<file path="src/rtl/wdr_pkg.sv">
package wdr_pkg;
  // cycles in a span of milliseconds at a clock given in kHz
  function automatic int unsigned ms_cycles(input int unsigned khz, input int unsigned ms);
    return khz * ms;
  endfunction

  function automatic int unsigned max2(input int unsigned a, input int unsigned b);
    return (a > b) ? a : b;
  endfunction
endpackage

</file>
<file path="src/rtl/wdr_sync.sv">
module wdr_sync #(
  parameter int unsigned WIDTH = 2,
  parameter logic [WIDTH-1:0] INIT = '0
) (
  input  logic             clk,
  input  logic             rst_n,
  input  logic [WIDTH-1:0] d,
  output logic [WIDTH-1:0] q
);
  logic [WIDTH-1:0] meta;

  for (genvar i = 0; i < WIDTH; i++) begin : g_bit
    always_ff @(posedge clk or negedge rst_n) begin
      if (!rst_n) begin
        meta[i] <= INIT[i];
        q[i]    <= INIT[i];
      end else begin
        meta[i] <= d[i];
        q[i]    <= meta[i];
      end
    end
  end
endmodule

</file>
<file path="src/rtl/wdr_rst_timer.sv">
module wdr_rst_timer #(
  parameter int unsigned RST_CYC = 50
) (
  input  logic clk,
  input  logic rst_n,
  input  logic low_s,
  input  logic trip,
  output logic rst_q
);
  localparam int unsigned RW = (RST_CYC > 1) ? $clog2(RST_CYC) : 1;
  localparam logic [RW-1:0] LAST = RW'(RST_CYC - 1);

  logic [RW-1:0] cnt;

  always_ff @(posedge clk or negedge rst_n) begin
    if (!rst_n) begin
      rst_q <= 1'b1;
      cnt   <= '0;
    end else if (low_s || trip) begin
      rst_q <= 1'b1;
      cnt   <= '0;
    end else if (rst_q) begin
      if (cnt == LAST) begin
        rst_q <= 1'b0;
        cnt   <= '0;
      end else begin
        cnt <= cnt + 1'b1;
      end
    end
  end
endmodule

</file>
<file path="src/rtl/wdr_timeout.sv">
module wdr_timeout #(
  parameter int unsigned CW = 8
) (
  input  logic          clk,
  input  logic          rst_n,
  input  logic          hold,
  input  logic          kick,
  input  logic [CW-1:0] limit,
  output logic          trip,
  output logic [CW-1:0] count
);
  assign trip = !hold && !kick && (count == limit - 1'b1);

  always_ff @(posedge clk or negedge rst_n) begin
    if (!rst_n)                 count <= '0;
    else if (hold || kick || trip) count <= '0;
    else                        count <= count + 1'b1;
  end
endmodule

</file>
<file path="src/rtl/wdog_reset_gen.sv">
module wdog_reset_gen #(
  parameter int unsigned CLK_KHZ       = 1000,
  parameter int unsigned RST_MS        = 50,
  parameter int unsigned TOUT_LONG_MS  = 1600,
  parameter int unsigned TOUT_SHORT_MS = 100
) (
  input  logic clk,
  input  logic rst_n,
  input  logic low_supply,
  input  logic wd_strobe,
  input  logic wd_en,
  input  logic tb_sel,
  output logic reset_n_o,
  output logic reset_o,
  output logic wd_fault_n
);
  import wdr_pkg::*;

  localparam int unsigned RST_CYC  = ms_cycles(CLK_KHZ, RST_MS);
  localparam int unsigned T_LONG   = ms_cycles(CLK_KHZ, TOUT_LONG_MS);
  localparam int unsigned T_SHORT  = ms_cycles(CLK_KHZ, TOUT_SHORT_MS);
  localparam int unsigned CW       = $clog2(max2(T_LONG, T_SHORT) + 1);

  logic [1:0]    sync_q;
  logic          low_s, strobe_s, strobe_d;
  logic          strobe_edge, wd_trip, wd_hold, rst_q;
  logic [CW-1:0] limit, wd_count;

  // bit 0: supply flag (reset to "low supply"), bit 1: strobe
  wdr_sync #(.WIDTH(2), .INIT(2'b01)) u_sync (
    .clk(clk), .rst_n(rst_n), .d({wd_strobe, low_supply}), .q(sync_q)
  );
  assign low_s    = sync_q[0];
  assign strobe_s = sync_q[1];

  always_ff @(posedge clk or negedge rst_n) begin
    if (!rst_n) strobe_d <= 1'b0;
    else        strobe_d <= strobe_s;
  end
  assign strobe_edge = strobe_s ^ strobe_d;

  assign limit   = tb_sel ? CW'(T_SHORT) : CW'(T_LONG);
  assign wd_hold = low_s || !wd_en || rst_q;

  wdr_timeout #(.CW(CW)) u_tout (
    .clk(clk), .rst_n(rst_n), .hold(wd_hold), .kick(strobe_edge),
    .limit(limit), .trip(wd_trip), .count(wd_count)
  );

  wdr_rst_timer #(.RST_CYC(RST_CYC)) u_rtim (
    .clk(clk), .rst_n(rst_n), .low_s(low_s), .trip(wd_trip), .rst_q(rst_q)
  );

  always_ff @(posedge clk or negedge rst_n) begin
    if (!rst_n)                          wd_fault_n <= 1'b1;
    else if (low_s || !wd_en)            wd_fault_n <= 1'b1;
    else if (wd_trip)                    wd_fault_n <= 1'b0;
    else if (strobe_edge && !rst_q)      wd_fault_n <= 1'b1;
  end

  assign reset_o   = rst_q;
  assign reset_n_o = !rst_q;
endmodule

</file>
<file path="config.mk">
export PLATFORM = sky130hd
export DESIGN_NAME = wdog_reset_gen
export DESIGN_NICKNAME = d
export VERILOG_FILES = /design/src/rtl/wdr_pkg.sv /design/src/rtl/wdr_sync.sv /design/src/rtl/wdr_rst_timer.sv /design/src/rtl/wdr_timeout.sv /design/src/rtl/wdog_reset_gen.sv
export SDC_FILE = /design/constraint.sdc
export NUM_CORES = 1
export LEC_CHECK = 0
export BUFFER_PORTS_ARGS = -buffer_cell sky130_fd_sc_hd__buf_2
export CORE_MARGIN = 2
export CORE_UTILIZATION = 35
export DETAILED_ROUTE_END_ITERATION = 16
export PLACE_DENSITY = 0.53
export REMOVE_ABC_BUFFERS = 1
export SYNTH_ARGS = -nofsm -noshare
export SYNTH_HDL_FRONTEND = slang
export SYNTH_SLANG_ARGS = --single-unit
</file>
<file path="constraint.sdc">
create_clock -name clk -period 3.2 [get_ports clk]
set_input_delay 0.16 -clock clk [delete_from_list [all_inputs] [get_ports clk]]
set_output_delay 0.16 -clock clk [all_outputs]
set_load 0.02 [all_outputs]
</file>
## Word-level counts from Yosys, hierarchy flattened

Cells that the tools add are included.

| word-level totals | value |
|---|---|
| bits in registers | 44 |
| input port bits | 6 |
| output and inout bits | 3 |

| cells by class | value |
|---|---|
| add/sub/neg operators | 3 |
| equality and inequality tests | 2 |
| mux-type cells | 11 |
| bitwise logic cells | 1 |
| reductions and logical operators | 14 |

Operators with widths:

| kind | count |
|---|---|
| $mux 16 | 3 |
| $mux 21 | 2 |
| $add 21x1->21 const B | 1 |
| $eq 21x21->1 | 1 |
| $sub 21x1->21 const B | 1 |
| $add 16x1->16 const B | 1 |
| $eq 16x16->1 const B | 1 |
| $mux 1 | 6 |
| $logic_or 1x1->1 | 5 |
| $logic_not 1->1 | 4 |
| $logic_and 1x1->1 | 3 |
| $reduce_bool 3->1 | 1 |
| $reduce_bool 2->1 | 1 |
| $xor 1x1->1 | 1 |

## Longest topological paths before layout

Gate-level depths: netlist (run 1).

| logic depth | value |
|---|---|
| word-level depth | 8 |
| depth in mapped cells | 7 |
| mapped depth without buffers | 6 |

## By module

From an unflattened synthesis (run 1), not the netlist that was laid out.

| second synthesis, totals | value |
|---|---|
| cells, all modules | 323 |
| area total of the unflattened synthesis | 2,906.5 sq um |

Modules (own cells, without submodules):

| module | times used | cells each | area each (sq um) |
|---|---|---|---|
| wdr_timeout | 1 | 200 | 1,732.9 |
| wdr_rst_timer | 1 | 107 | 965.9 |
| wdog_reset_gen | 1 | 12 | 105.1 |
| wdr_sync | 1 | 4 | 102.6 |

## Least setup slack after synthesis (run 1)

OpenSTA, ideal clock, no wires.

| timing | value |
|---|---|
| path kind | register to register |
| start | register u_rtim.rst_q |
| end | register u_rtim.cnt[11] |
| setup time | 124 ps |
| arrival time | 1,754 ps |
| slack | 1,323 ps |
| stages on the path, launching flop included | 6 |
| period minus slack after synthesis | 1,877 ps |
| cells stage by stage | dfstp_2 > or3b_4 > nor4_4 > o2111ai_4 > and2_4 > a211o_1 |

| on the way | value |
|---|---|
| cells in the longest elaborated chain, start to end | 6 |

Ends and longest elaborated chain:

| element | RTL line | RTL |
|---|---|---|
| start, declared | wdr_rst_timer.sv:8 | `output logic rst_q` |
| start signal, assigned | wdr_rst_timer.sv:17 | `rst_q <= 1'b1;` |
| start signal, assigned | wdr_rst_timer.sv:20 | `rst_q <= 1'b1;` |
| start signal, assigned | wdr_rst_timer.sv:24 | `rst_q <= 1'b0;` |
| $logic_or 1x1->1 | wdog_reset_gen.sv:43 | `assign wd_hold = low_s \|\| !wd_en \|\| rst_q;` |
| $logic_not 1->1 | wdr_timeout.sv:12 | `assign trip = !hold && !kick && (count == limit - 1'b1);` |
| $logic_and 1x1->1 (2 in a row) | wdr_timeout.sv:12 |  |
| $logic_or 1x1->1 | wdr_rst_timer.sv:19 | `end else if (low_s \|\| trip) begin` |
| $mux 16 or $reduce_bool 2->1 (tied branches) | n/a |  |
| end signal, assigned | wdr_rst_timer.sv:27 | `cnt <= cnt + 1'b1;` |
| end, declared | wdr_rst_timer.sv:13 | `logic [RW-1:0] cnt;` |

Parallel ways exist; a longest one is shown, timed or not.
A chain may end at the register's enable or synchronous reset.

## Worst setup path after layout (run 1)

| timing | value |
|---|---|
| start | register u_rtim.cnt[5] |
| end | register u_rtim.cnt[11] |

| on the way | value |
|---|---|
| cells in the longest elaborated chain, start to end | 4 |

Ends and longest elaborated chain:

| element | RTL line | RTL |
|---|---|---|
| $add 16x1->16 or $eq 16x16->1 (tied branches) | wdr_rst_timer.sv:27, wdr_rst_timer.sv:23 |  |
| $mux 16 * | wdr_rst_timer.sv:23 | `if (cnt == LAST) begin` |
| $mux 16 * | wdr_rst_timer.sv:22 | `end else if (rst_q) begin` |
| $mux 16 * | wdr_rst_timer.sv:19 |  |

Mark *: on every way between the ends. The rest lies on a longest branch, timed or not. The select of a mux whose other input is x is not followed.

==> out/metrics.yaml, run 1 <==
critical_path:
  critical_path_arrival_ns: 2.35
  crit_fanout: 19
  cp-end-kind: "flip-flop"
  worstSetupPathType: "reg2reg"
  critPathRequiredTime_ns: 3.38
  critPathLaunchType: "flip-flop"
routing:
  first_pass_iters: 5
  first_iter_violations: 165
  dr_total_vias: 1713
  wl_per_cell_um: 14.67
  final_antenna_net_count: 0
  routed_via_density: 5.455
  drt_wl_total_um: 4607
  drt_drc_violations_left: 0
sta:
  clock-skew-final_ns: 0.008533
  fin_crit_ns: 2.165
  post-route-period-util_pct: 67.67
  worstMarginPinSlew_ns: 0.9720
  hold_viol: 0
  relSlewSlack_pct: 35.20
  rsz0062_at_grt: "false"
  tns_ns: 0
  setup_viol: 0
  fmax_mhz: 461.8
  slew_viol_final: 0
  worst_slack_ns: 1.035
pwr:
  leakage_nw: 1.083
  cellPowerDensity_mw_per_mm2: 442.5
  p_seq_share_pct: 53.5
  p_sw_share_pct: 21.67
  clkPwrFrac_pct: 41.3
  irDropWorstVdd_mv: 0.2077
  internal_power_w: 0.0008746
  power.switching_w: 0.0002420
  comb_power_share_pct: 5.2
global_route:
  grt_pass1_wl_um: 8148
  antenna_found_initial: 0
  grt_pass1_vias: 1636
  grtUsageTotal_pct: 13.93
  grt_max_degree: 45
  overflow: 0
placement:
  dpl.hpwl_um: 3079
  post_dp_cell_area_mm2: 0.002377
  io_buffers: 8
  pre_cts_ws_ns: 1.040
  gp_congestion: 0.7347
clocking:
  htree_levels: 2
  clock_latency_ns: 0.29
  clkTransAtPathRegs_ns: 0.08
  postCtsSetupBuffers: 0
  cts_root_buf: "clkbuf_8"
  numCtsBuffers: 5
  ctsLongestPathBuffers: 2
  cts_sinks: 44
  cts_tree: "built"
synthesis:
  synthCells: 227
  synth_seq_cells: 44
  yosys.area.top_type: "dfrtp_1"
  synthTopCellsByCount: "dfrtp_1, nor2_1, xor2_1, nand3_1, nand2_1"
  yosysMostFrequentCell: "dfrtp_1"
  syn_area_mm2: 0.002280
  seq_area_frac_synth_pct: 48.52
  ys.flop_type: "dfrtp_1"
  synth_top_area_share_pct: 43.91
  synth.distinct_cells: 45
  syn_avg_cell_area_um2: 10.04
  synth_edf_count: 0
  async_flop_share_pct: 100.0
  synth-warning-count: 0
  synthTopCellsByArea: "dfrtp_1, xor2_1, nor2_1"
layout:
  n_fill_cell: 642
  syn_to_final_growth_pct: 10.70
  drive_gt1_share_pct: 16.46
  fin_util_pct: 39.97
  fin_area_mm2: 0.002524
  diodes: 0
  final_nets: 244
floorplanning:
  dieArea_mm2: 0.007175
  num_io_pins: 9
  rows: 29
  die_h_um: 84.71
  die_w_um: 84.71
  fp.coreArea_mm2: 0.006314
  initial_core_util_pct: 36.11
min_path:
  hold_path.class: "in2async"
status:
  status: "complete, no violations"
job:
  cap_viol_max_count: 0
## power by group through the flow
stage	Clock, W	Sequential [W]	Combinational [W]
floorplan	0	0.000602	0.0000360
global placement	0	0.000608	0.0000568
detailed placement	0	0.000608	0.0000577
CTS	0.000484	0.000597	0.0000598
global route	0.000500	0.000601	0.0000660
finish	0.000461	0.000598	0.0000579
## metrics by stage
step	hold slack (ns)	power, W	instances
after floorplan	-0.1356	0.0006378	219
after global placement	0.2662	0.0006646	304
after detailed placement	0.2666	0.0006653	304
after CTS	0.06246	0.001140	314
after global routing	0.1100	0.001167	314
final	0.01495	0.001117	314
## timing repair
| item | CTS | global route |
|---|---|---|
| hold endpoints to repair | 2 | 0 |
| hold buffers | 2 | 0 |
| resized for setup | 0 | 0 |
## cell families after synthesis
kind of cell	after synthesis	share of synthesized area, %
fa+ha+maj	2	1.098
xor+xnor	21	8.068
simple gates	116	28.76
flops	44	48.52
buf+inv	10	2.031
compound gates	34	11.53
## area by class of cell
| cell class | instances | area [um^2] | share of cell area, % |
|---|---|---|---|
| Multi-Input combinational cell | 173 | 1127 | 44.67 |
| Sequential cell | 44 | 1106 | 43.83 |
| Clock buffer | 7 | 96.34 | 3.818 |
| Tap cell | 77 | 96.34 | 3.818 |
| Timing Repair Buffer | 10 | 60.06 | 2.380 |
| Clock inverter | 1 | 30.03 | 1.190 |
| Inverter | 2 | 7.507 | 0.2975 |
## cells in the final DEF, fill, tap and decap left out, types with 2 or more instances in the layout
cell type       n
a211o_1         2
a21oi_1         7
a22o_2          3
a31oi_1         8
and2_1          4
and2_2          2
and3_1         10
and4_1          4
buf_2           8
clkbuf_8        7
dfrtp_1        40
dfstp_2         4
dlygate4sd3_1   2
ha_1            2
inv_1           2
nand2_1        15
nand3_1        17
nand4_1        12
nor2_1         31
nor3_1          6
nor4_4          2
o21a_1          2
o21ai_0         4
o22a_2          2
xnor2_1         2
xor2_1         19
## sequential cells by signal, indices dropped and copies added (netlist names)
signal	count
u_tout.count	21
u_rtim.cnt	16
u_sync.meta	2
u_sync.q	2
strobe_d	1
u_rtim.rst_q	1
wd_fault_n	1
## worst max-delay path, stage by stage (launching register included)
cell and delay (ns):
dfrtp_1 0.44, or4_4 0.56, nor4_4 0.31, nor2_2 0.25
and3_1 0.23, a211o_1 0.26
## path summary, 6_finish.rpt
check / from / to / slack (ns) / depth (start not counted)
max in group asynchronous: rst_n / u_rtim.cnt[7] / 2.57 / 1
min reg2reg: u_sync.meta[1] / u_sync.q[1] / 0.36 / 0
max reg2reg: u_rtim.cnt[5] / u_rtim.cnt[11] / 1.03 / 5
min: rst_n / u_tout.count[3] / 0.01 / 1
min in group clk: wd_en / wd_fault_n / 0.15 / 3
max: u_rtim.cnt[5] / u_rtim.cnt[11] / 1.03 / 5
## layer usage
| layer | GRT usage, % | vias up | share of wire (%) |
|---|---|---|---|
| met2 | 18.61 | 21 | 43 |
| met3 | 2.950 | 4 | 2.3 |
| met4 | 4.618 | 0 | 1.0 |
| li1 | - | 850 | - |
| met5 | 0 | - | 0 |
| met1 | 22.04 | 838 | 54 |
Power figures use the tool's default switching activity.
==> run 2: changes to the inputs <==
clock period = 2.1 ns   (was 3.2 ns; I/O delays follow)
==> run 2 against run 1 <==
  * Routed wire length down 0.22%
  * Clock power up 19%
  * Sequential power up 52%
  * Combinational power up 63%
  * Cell area up 2.1%
  * Sequential cell count unchanged
  * Sequential share of layout area down 0.91 points
  * Maximum frequency up 8.8%
  * Global-route usage up 0.33 points
  * Non-clock buffer count up 11
==> out/metrics.yaml, run 2 (synthesis results as in run 1) <==
layout:
  mostFrequentLayoutCells: "dfrtp_1, nor2_1, xor2_1, nand3_1, nand2_1"
  diodes: 0
  final_nets: 255
  top_regs: "u_tout.count: 21 flops, u_rtim.cnt: 16 flops"
  largest_register_ff_count: 21
  mostFrequentLayoutCell: "dfrtp_1"
  syn_to_final_growth_pct: 13.06
  drive_gt1_share_pct: 20.16
  largest-register: "u_tout.count"
sta:
  fmax_mhz: 502.4
  clock-skew-final_ns: 0.007611
  slew_viol_final: 0
  fin_crit_ns: 1.991
  relSlewSlack_pct: 63.45
  setup_viol: 0
  post-route-period-util_pct: 94.79
  hold_viol: 0
  worst_slack_ns: 0.1094
  rsz0062_at_grt: "true"
  worstMarginPinSlew_ns: 0.5483
critical_path:
  cp_slowest_cell: "or4_4"
  critical_path_arrival_ns: 2.17
  worst-path-buf-inv: 0
  cp_cell_sequence: "or4_4, nor4_4, nor2_2, and3_1, a211o_1"
  critPathLaunchType: "flip-flop"
  critPathRequiredTime_ns: 2.28
  crit_fanout: 9
  cp-end-kind: "flip-flop"
  worstSetupPathType: "reg2reg"
  critPathMaxStageDelay_ns: 0.54
  critical-path-top-delay-family: "simple AND/OR/NAND/NOR gates"
placement:
  io_buffers: 8
  gp_congestion: 0.8437
  dpl.hpwl_um: 3224
  pre_cts_ws_ns: 0.1205
pwr:
  leakage_nw: 1.123
  irDropWorstVdd_mv: 0.4059
  cellPowerDensity_mw_per_mm2: 602.4
  total_power_w: 0.001553
job:
  cap_viol_max_count: 0
routing:
  wl_per_cell_um: 14.14
  routed_via_density: 5.292
  first_iter_violations: 118
  drt_wl_total_um: 4597
  drt_drc_violations_left: 0
  final_antenna_net_count: 0
  first_pass_iters: 5
  dr_total_vias: 1720
min_path:
  hold_path.class: "in2reg"
global_route:
  grt_pass1_wl_um: 8252
  grt_pass1_vias: 1653
  overflow: 0
  grtUsageTotal_pct: 14.26
  antenna_found_initial: 0
  grt_max_degree: 45
floorplanning:
  num_io_pins: 9
  rows: 29
  die_h_um: 84.71
  initial_core_util_pct: 36.11
  fp.coreArea_mm2: 0.006314
  dieArea_mm2: 0.007175
  die_w_um: 84.71
clocking:
  cts_tree: "built"
  htree_levels: 2
  cts_root_buf: "clkbuf_8"
  clkTransAtPathRegs_ns: 0.08
  postCtsSetupBuffers: 0
  numCtsBuffers: 5
  ctsLongestPathBuffers: 2
  clock_latency_ns: 0.30
  cts_sinks: 44
status:
  status: "complete, no violations"
-- run 2: changes by cell type in the layout (fill, tap and decap cells not counted), sizes merged --
| cell | delta |
|---|---|
| buf | +10 |
| dlygate4sd3 | +1 |
| clkbuf | -1 |
| bufinv | -1 |
| clkinv | +2 |
-- run 2: what timing repair did --
item                                   in CTS  in global routing
hold buffers                                3                  0
gates resized for setup                     0                  1
setup endpoints to repair                   0                  2
endpoints found under the hold margin      42                  0
-- run 2: path summary, 6_finish.rpt --
check	slack, ns	cells after the start	endpoint	startpoint
worst min register to register	0.35	0	u_sync.q[1]	u_sync.meta[1]
min in group asynchronous	0.42	3	u_tout.count[20]	rst_n
worst max register to register	0.11	5	u_rtim.cnt[11]	u_rtim.cnt[10]
max in group asynchronous	1.30	3	u_rtim.rst_q	rst_n
worst min-delay path	0.10	3	wd_fault_n	wd_en
worst max-delay path	0.11	5	u_rtim.cnt[11]	u_rtim.cnt[10]
-- run 2: where the power goes --
group	switching, W	leakage (nW)	internal, W
sequential	0.0000351	0.588	0.000876
combinational	0.0000524	0.484	0.0000419
clock	0.000284	0.0510	0.000263
total	0.000372	1.12	0.00118
-- run 2: worst register-to-register path, stage by stage (launching register included) --
cell	delay, ns
dfrtp_1	0.44
or4_4	0.54
nor4_4	0.27
nor2_2	0.16
and3_1	0.20
a211o_1	0.27
-- run 2: metal layers --
layer	share of wire [%]	vias to the layer above	wire [um]	global-route usage, %
li1	-	864	-	-
met3	4.5	6	206	3.048
met2	40	34	1829	19.26
met4	1.3	0	61	4.329
met1	54	816	2498	22.57
met5	0	-	0	0
-- run 2: final cells by class --
class                      instances  area (um^2)
clock buffer                       6        82.58
tap                               77        96.34
timing repair buffer              21        145.1
sequential                        44         1106
clock inverter                     2        10.01
fill                             625         3736
inverter                           2        7.507
multi-input combinational        173         1130
-- run 2: stage by stage --
step           cell area, um^2  utilization, %  hold WS [ns]  setup TNS (ns)  std cells
2_1_floorplan             2241               -       -0.1906               0        219
5_1_grt                   2577           40.82       0.09360       -0.004971        325
3_3_place_gp              2452           38.84        0.2114               0        314
4_1_cts                   2575           40.78       0.09386               0        325
3_5_place_dp              2452           38.84        0.2115               0        314
6_report                  2577           40.82        0.1017               0        325
==> run 3: changes to the inputs <==
BUFFER_PORTS_ARGS = -buffer_cell sky130_fd_sc_hd__buf_4   (was -buffer_cell sky130_fd_sc_hd__buf_2)
CORE_MARGIN = not set   (was 2)
==> run 3 against run 2 <==
  * Clock skew is 0.00070 ns lower
  * Critical endpoint is now u_rtim.cnt[15]
  * Setup slack better by 0.026 ns
  * Combinational power rose by 1%
  * First-iteration DRC count decreased by 27%
  * Via count is 1.3% lower
  * Routed wire length grew 0.57%
  * Cell area stayed put
  * Count of clock-buffer cells in the layout increased by 2
==> out/metrics.yaml, run 3 (synthesis results as in run 1) <==
status:
  status: "complete, no violations"
pwr:
  total_power_w: 0.001547
  irDropWorstVdd_mv: 0.3563
  leakage_nw: 1.115
  cellPowerDensity_mw_per_mm2: 600.0
critical_path:
  worstSetupPathType: "reg2reg"
  critPathMaxStageDelay_ns: 0.54
  crit_fanout: 7
  cp_slowest_cell: "or4_4"
  critical_path_arrival_ns: 2.13
  timing.rr.end: "u_rtim.cnt[15]"
  cp_cell_sequence: "or4_4, nor4_4, or2_1, nor3_1, a211o_1"
  critPathLaunchType: "flip-flop"
  reg2reg_from: "u_rtim.cnt[10]"
  critical-path-top-delay-family: "simple AND/OR/NAND/NOR gates"
  worst-path-buf-inv: 0
  cp-end-kind: "flip-flop"
  r2r_cells: 5
  critPathRequiredTime_ns: 2.27
  rrSetupSlack_ns: 0.14
layout:
  fin_util_pct: 40.82
  largest-register: "u_tout.count"
  syn_to_final_growth_pct: 13.06
  mostFrequentLayoutCells: "dfrtp_1, nor2_1, xor2_1, nand3_1, buf_4"
  n_fill_cell: 635
  mostFrequentLayoutCell: "dfrtp_1"
  top_regs: "u_tout.count: 21 flops, u_rtim.cnt: 16 flops"
  largest_register_ff_count: 21
  drive_gt1_share_pct: 18.29
  diodes: 0
  final_nets: 253
routing:
  drt_drc_violations_left: 0
  first_iter_violations: 86
  final_antenna_net_count: 0
  routed_via_density: 5.254
  drt_wl_total_um: 4623
  first_pass_iters: 4
  dr_total_vias: 1697
  wl_per_cell_um: 14.31
floorplanning:
  die_h_um: 82.71
  rows: 29
  fp.coreArea_mm2: 0.006314
  initial_core_util_pct: 36.11
  dieArea_mm2: 0.006840
  num_io_pins: 9
  die_w_um: 82.71
sta:
  relSlewSlack_pct: 62.92
  fin_crit_ns: 1.965
  worstMarginPinSlew_ns: 0.5562
  hold_viol: 0
  post-route-period-util_pct: 93.56
  slew_viol_final: 0
  holdWs_ns: 0.1153
  tns_ns: 0
  fmax_mhz: 508.9
  rsz0062_at_grt: "false"
  setup_viol: 0
  clock-skew-final_ns: 0.006908
placement:
  io_buffers: 8
  gp_congestion: 0.8179
  dpl.hpwl_um: 3179
clocking:
  cts_sinks: 44
  cts_root_buf: "clkbuf_8"
  htree_levels: 2
  postCtsSetupBuffers: 0
  cts_tree: "built"
  numCtsBuffers: 5
  post_cts_resized: 0
  clock_latency_ns: 0.28
  ctsLongestPathBuffers: 2
  clkTransAtPathRegs_ns: 0.08
  cts-hold-fix-buffers: 3
global_route:
  grt_pass1_wl_um: 8135
  grtUsageTotal_pct: 15.72
  grt_pass1_vias: 1635
  overflow: 0
  grt_max_degree: 45
  antenna_found_initial: 0
min_path:
  hold_depth: 3
  hold_path.class: "in2reg"
  hold_start: "wd_en"
  holdPathEnd: "wd_fault_n"
job:
  cap_viol_max_count: 0
-- run 3: cell count changes in the layout (fill, tap and decap cells not counted), sizes merged --
cell | before | now
clkbuf | 6 | 8
clkinv | 2 | 0
buf | 18 | 16
-- run 3: per-layer routing --
layer,global-route usage (%),routed length (um),vias up
met4,5.172,29,0
met3,2.418,110,2
met1,25.17,2553,806
met5,0,0,-
li1,-,-,864
met2,20.98,1929,25
-- run 3: cell type report --
class | instances | area, um^2 | area share (%)
Tap cell | 77 | 96.34 | 3.738
Timing Repair Buffer | 19 | 150.1 | 5.825
Sequential cell | 44 | 1106 | 42.91
Multi-Input combinational cell | 173 | 1127 | 43.74
Inverter | 2 | 7.507 | 0.2913
Clock buffer | 8 | 90.09 | 3.495
-- run 3: power breakdown --
| group | internal [W] | leakage [nW] | switching, W |
|---|---|---|---|
| Combinational | 0.0000425 | 0.482 | 0.0000528 |
| Sequential | 0.000876 | 0.588 | 0.0000349 |
| Clock | 0.000269 | 0.0455 | 0.000271 |
| Total | 0.00119 | 1.11 | 0.000359 |
-- run 3: how the worst max path moves through the flow --
stage	from	to	slack [ns]	depth (start not counted)
after floorplan	u_rtim.cnt[5]	u_rtim.cnt[11]	0.20	5
after global placement	u_rtim.cnt[5]	u_rtim.cnt[15]	0.17	5
after detailed placement	u_rtim.cnt[5]	u_rtim.cnt[15]	0.14	5
after CTS	u_rtim.cnt[5]	u_rtim.cnt[15]	0.14	5
after global routing	u_rtim.cnt[5]	u_rtim.cnt[15]	0.01	5
final	u_rtim.cnt[10]	u_rtim.cnt[15]	0.14	5
-- run 3: metrics by stage --
stage	instance area, um^2	setup WS [ns]	cells
after CTS	2577	0.1374	323
after global routing	2577	0.01386	323
after global placement	2457	0.1747	312
final	2577	0.1351	323
after floorplan	2241	0.1993	219
after detailed placement	2457	0.1406	312
-- run 3: tightest hold or removal path: stages --
cell and delay [ns]:
buf_4 0.11, nand2_1 0.05, a221o_2 0.10
